===== config.mk =====
export PLATFORM = sky130hd
export DESIGN_NAME = line_guard_ctrl
export DESIGN_NICKNAME = d
export VERILOG_FILES = /design/src/rtl/line_guard_pkg.sv /design/src/rtl/line_guard_timer.sv /design/src/rtl/line_guard_fsm.sv /design/src/rtl/line_guard_outreg.sv /design/src/rtl/line_guard_ctrl.sv
export SDC_FILE = /design/constraint.sdc
export NUM_CORES = 1
export LEC_CHECK = 0
export CORE_MARGIN = 10
export CORE_UTILIZATION = 47
export DETAILED_ROUTE_END_ITERATION = 6
export PLACE_DENSITY = 0.7
export SLEW_MARGIN = 0
export SYNTH_ARGS = -nofsm -noshare
export SYNTH_HDL_FRONTEND = slang
export SYNTH_SLANG_ARGS = --single-unit

===== constraint.sdc =====
create_clock -name clk -period 2 [get_ports clk]
set_input_delay 0.4 -clock clk [delete_from_list [all_inputs] [get_ports clk]]
set_output_delay 0.4 -clock clk [all_outputs]
set_load 0.005 [all_outputs]

===== src/rtl/line_guard_pkg.sv =====
package line_guard_pkg;

    typedef enum logic [2:0] {
        LG_IDLE     = 3'd0,
        LG_DETECTED = 3'd1,
        LG_WATCHING = 3'd2,
        LG_ISOLATE  = 3'd3,
        LG_AWAIT    = 3'd4,
        LG_HOLD     = 3'd5
    } lg_state_e;

    localparam int LG_FAULT_MS = 100;
    localparam int LG_HOLD_MS  = 100;

    typedef struct packed {
        logic local_det;
        logic thd_peak;
        logic fault_present;
        logic peer_bcast;
        logic reconnect;
    } lg_flags_t;

    function automatic logic lg_in_fault_window(lg_state_e s);
        return (s == LG_DETECTED) || (s == LG_WATCHING);
    endfunction

endpackage


===== src/rtl/line_guard_timer.sv =====
module line_guard_timer #(
    parameter int LIMIT = 100,
    localparam int W = $clog2(LIMIT + 1)
) (
    input  logic         clk,
    input  logic         rst,
    input  logic         clear,
    input  logic         run,
    input  logic         tick,
    output logic [W-1:0] count,
    output logic         at_limit
);
    always_ff @(posedge clk) begin
        if (rst || clear) begin
            count <= '0;
        end else if (run && tick && (count != W'(LIMIT))) begin
            count <= count + 1'b1;
        end
    end

    assign at_limit = (count == W'(LIMIT));
endmodule


===== src/rtl/line_guard_fsm.sv =====
module line_guard_fsm
    import line_guard_pkg::*;
(
    input  logic      clk,
    input  logic      rst,
    input  lg_flags_t flags,
    input  logic      fault_done,
    input  logic      hold_done,
    output lg_state_e state,
    output logic      start_bcast,
    output logic      set_trip,
    output logic      clr_trip
);
    lg_state_e nxt;

    always_comb begin
        nxt         = state;
        start_bcast = 1'b0;
        set_trip    = 1'b0;
        clr_trip    = 1'b0;
        unique case (state)
            LG_IDLE: begin
                if (flags.local_det) begin
                    nxt         = LG_DETECTED;
                    start_bcast = 1'b1;
                end else if (flags.peer_bcast) begin
                    nxt = LG_HOLD;
                end
            end
            LG_DETECTED: begin
                if (!flags.fault_present)  nxt = LG_IDLE;
                else if (!flags.thd_peak)  nxt = LG_WATCHING;
            end
            LG_WATCHING: begin
                if (!flags.fault_present) begin
                    nxt = LG_IDLE;
                end else if (fault_done) begin
                    nxt      = LG_ISOLATE;
                    set_trip = 1'b1;
                end
            end
            LG_ISOLATE: nxt = LG_AWAIT;
            LG_AWAIT: begin
                if (flags.reconnect) begin
                    nxt      = LG_IDLE;
                    clr_trip = 1'b1;
                end
            end
            LG_HOLD: begin
                if (hold_done) nxt = LG_IDLE;
            end
            default: nxt = LG_IDLE;
        endcase
    end

    always_ff @(posedge clk) begin
        if (rst) state <= LG_IDLE;
        else     state <= nxt;
    end
endmodule


===== src/rtl/line_guard_outreg.sv =====
module line_guard_outreg (
    input  logic clk,
    input  logic rst,
    input  logic start_bcast,
    input  logic set_trip,
    input  logic clr_trip,
    output logic trip_cmd,
    output logic bcast_out
);
    always_ff @(posedge clk) begin
        if (rst) begin
            trip_cmd  <= 1'b0;
            bcast_out <= 1'b0;
        end else begin
            bcast_out <= start_bcast;
            if (set_trip)      trip_cmd <= 1'b1;
            else if (clr_trip) trip_cmd <= 1'b0;
        end
    end
endmodule


===== src/rtl/line_guard_ctrl.sv =====
module line_guard_ctrl
    import line_guard_pkg::*;
#(
    parameter int FAULT_LIMIT = LG_FAULT_MS,
    parameter int HOLD_LIMIT  = LG_HOLD_MS
) (
    input  logic       clk,
    input  logic       rst,
    input  logic       tick_ms,
    input  logic       dev_a_det,
    input  logic       dev_b_det,
    input  logic       thd_peak,
    input  logic       fault_present,
    input  logic       peer_bcast,
    input  logic       reconnect,
    output logic       trip_cmd,
    output logic       bcast_out,
    output logic [2:0] state_code
);
    localparam int FW = $clog2(FAULT_LIMIT + 1);
    localparam int HW = $clog2(HOLD_LIMIT + 1);

    lg_flags_t flags;
    lg_state_e state;
    logic [FW-1:0] fault_cnt;
    logic [HW-1:0] hold_cnt;
    logic fault_done, hold_done;
    logic start_bcast, set_trip, clr_trip;

    assign flags = '{local_det:     dev_a_det | dev_b_det,
                     thd_peak:      thd_peak,
                     fault_present: fault_present,
                     peer_bcast:    peer_bcast,
                     reconnect:     reconnect};

    line_guard_timer #(.LIMIT(FAULT_LIMIT)) u_fault_tmr (
        .clk      (clk),
        .rst      (rst),
        .clear    ((state == LG_IDLE) || (state == LG_ISOLATE)),
        .run      (lg_in_fault_window(state)),
        .tick     (tick_ms),
        .count    (fault_cnt),
        .at_limit (fault_done)
    );

    line_guard_timer #(.LIMIT(HOLD_LIMIT)) u_hold_tmr (
        .clk      (clk),
        .rst      (rst),
        .clear    (state == LG_IDLE),
        .run      (state == LG_HOLD),
        .tick     (tick_ms),
        .count    (hold_cnt),
        .at_limit (hold_done)
    );

    line_guard_fsm u_fsm (
        .clk         (clk),
        .rst         (rst),
        .flags       (flags),
        .fault_done  (fault_done),
        .hold_done   (hold_done),
        .state       (state),
        .start_bcast (start_bcast),
        .set_trip    (set_trip),
        .clr_trip    (clr_trip)
    );

    line_guard_outreg u_out (
        .clk         (clk),
        .rst         (rst),
        .start_bcast (start_bcast),
        .set_trip    (set_trip),
        .clr_trip    (clr_trip),
        .trip_cmd    (trip_cmd),
        .bcast_out   (bcast_out)
    );

    assign state_code = state;
endmodule


==> metrics <==
yosys warns=0; Slew Limit Headroom=0.638; crit path time final=1780 ps; most common flop cell mapped by yosys=dfxtp_1; WL final=2120 microns; n_diodes=0; DP Worst Slack=-9.22 ps; Buf/Inv on CP=2; final routed DRC violation total=0; vias=904; combinational power share=0.372; CP delay by family, top=buffers and inverters; ANT nets after route=0; 1st-iter DRT viols=40; top cell type's share of synthesized area=0.359; Worst Tran Pin Value=542 ps; vias per inst=5.48; num rows=17; IO Count=14; Post-synth ARST share=0; number of antenna violations at the first check in global routing=0; CTS sink cnt=19; Pwr per Cell Area=799 mW/mm^2; Worst path slowest cell=clkdlybuf4s50_1; CTS-repair resized insts=0; Starting Density=0.488; post-synth cell types=38; Mapped Cells=120; critical path endpoint category=output port; CP max stage delay=510 ps; Worst-path clk slew=120 ps; Startpoint Class=register; max-slew violation count=0; per-cell routed wire length=12.9 microns; first-pass GRT wire length=3700 microns; crit share post-route=0.888; Internal Power=0.670 mW; GRT Max-Usage Layer=met2; core area=0.00217 sq mm; met1 usage in global routing=0.128; clock power share=0.194; unrepaired setup endpoints after global routing=no; Post-synth top cells=dfxtp_1 (19), nor2_1 (13), inv_1 (8), o21ai_0 (8); largest buffer count on any clock path=2; CP arrival=1380 ps; worst-path cell chain=buf_4, clkdlybuf4s50_1; grt ovf=0; Hold WS=508 ps; crit-path max FO=12; Skew-Pair Late Insertion Delay=300 ps; Port Buffers=13; ratio of cells with drive above 1 in the final layout=0.109; drt first pass iters=4; status=finished, final reports clean; CTS Root Cell=clkbuf_4; most frequent cell after synthesis=dfxtp_1; H-Tree Level Count=1; Post-Route Skew=8.00 ps; setup slack, reg-to-reg=250 ps; Pleak=0.438 nW; required time worst endpoint=1600 ps; Post-Synthesis Cell Area=0.00106 sq mm; switching share of power=0.339; GPL Wtd Cong=0.845; Hold Buf Count CTS=0; Die Width=67.5 microns; number of CTS-inserted buffers=3; syn avg cell area=8.83 sq um; Final #Nets=151; HPWL after DPL=1680 microns; Flop pwr share=0.434; number of max-cap violations=0; post-CTS setup buffers=0; total power=1.01 mW; die area=0.00455 sq mm; Net Sw Power=0.345 mW; GRT met2 Usage=0.165; Sum Neg Setup Slack=0 ps; Final WS setup=224 ps; sequential area share after synthesis=0.359; largest net degree at the start of global routing=13; Post-synth EDFFs=0; GRT Total Usage=0.103; Area contributors post-synth=dfxtp_1 (36%), ha_1 (4.7%), nor2_1 (4.6%); Yosys top cell by area=dfxtp_1; maximum vdd drop=624 uV; area delta synth->final=19.8%; routing usage on met3=0.0264; TritonCTS clock tree=built; crit path kind=register to output port; final setup fails=0; die height=67.5 microns; worst hold path class=register to register; vias in the first global route=839; Hold Fails Final Rpt=0; Seq cells post-synth=19; Peak Freq=563 MHz; Syn Nets=133
==> state kept, by name, indices dropped and copies added, names as in the netlist <==
register           cells
u_out.bcast_out        1
u_hold_tmr.count       7
u_out.trip_cmd         1
u_fsm.state            3
u_fault_tmr.count      7
==> cell families (layout without fill, tap and decap cells) <==
kind of cell | after synthesis | count (layout) | share of synthesized area
XOR/XNOR | 8 | 8 | 0.0732
adder cells (fa/ha/maj) | 4 | 4 | 0.0472
AO/OA/AOI/OAI | 23 | 23 | 0.151
buffers and inverters | 13 | 30 | 0.0472
flip-flops | 19 | 19 | 0.359
AND/OR/NAND/NOR | 49 | 49 | 0.283
multiplexers | 4 | 4 | 0.0390
==> path summary, 6_finish.rpt <==
check	start	endpoint	cells after the start
max	u_fsm.state[1]	state_code[1]	2
min	u_fault_tmr.count[6]	u_fault_tmr.count[6]	2
max reg2reg	u_fault_tmr.count[0]	u_fault_tmr.count[6]	6
min reg2reg	u_fault_tmr.count[6]	u_fault_tmr.count[6]	2
==> stage by stage <==
stage,utilization,cell area (sq um),instances
global placement,0.573,1240,161
CTS,0.585,1270,165
global route,0.585,1270,165
detailed placement,0.573,1240,161
finish,0.585,1270,165
floorplan,-,1060,120
==> cell usage in the layout, fill, tap and decap left out, types with 2 or more instances in the layout <==
| cell type | n |
|---|---|
| ha_1 | 4 |
| o21ai_0 | 8 |
| o21bai_1 | 2 |
| nand3_1 | 2 |
| nand4_1 | 5 |
| or3_1 | 6 |
| xor2_1 | 5 |
| nand4b_1 | 2 |
| nand3b_1 | 3 |
| nor3_1 | 3 |
| dfxtp_1 | 19 |
| buf_4 | 5 |
| inv_1 | 8 |
| and3_1 | 2 |
| a21oi_1 | 6 |
| mux2i_1 | 3 |
| nor2_1 | 13 |
| nand2b_1 | 3 |
| o211ai_1 | 2 |
| clkdlybuf4s50_1 | 13 |
| xnor2_1 | 2 |
| clkbuf_4 | 3 |
==> worst reg2reg max path, stage by stage, from the launching register on <==
cell and delay [ps]:
dfxtp_1 410, inv_1 60, ha_1 190, nand2_1 160, o2111ai_4 210, or4_1 510, a21oi_1 160
==> cell type report <==
| cell class | instances | area [sq um] |
|---|---|---|
| Multi-Input combinational cell | 88 | 629 |
| Inverter | 8 | 30.0 |
| Clock buffer | 3 | 22.5 |
| Timing Repair Buffer | 18 | 168 |
| Fill cell | 209 | 900 |
| Tap cell | 28 | 35.0 |
| Clock inverter | 1 | 5.00 |
| Sequential cell | 19 | 380 |
==> power by group through the flow <==
stage          sequential [mW]  combinational, mW  clock (mW)
2_1_floorplan            0.444              0.233           0
3_3_place_gp             0.450              0.370           0
3_5_place_dp             0.450              0.377           0
4_1_cts                  0.440              0.378       0.204
5_1_grt                  0.445              0.415       0.220
6_report                 0.440              0.378       0.197
==> per-layer routing <==
| metal | part of all wire | wire length [microns] |
|---|---|---|
| met2 | 0.50 | 1060 |
| met3 | 0.028 | 60 |
| met1 | 0.46 | 979 |
| met4 | 0.012 | 25 |
| met5 | 0 | 0 |
(Power assumes the default switching activity.)
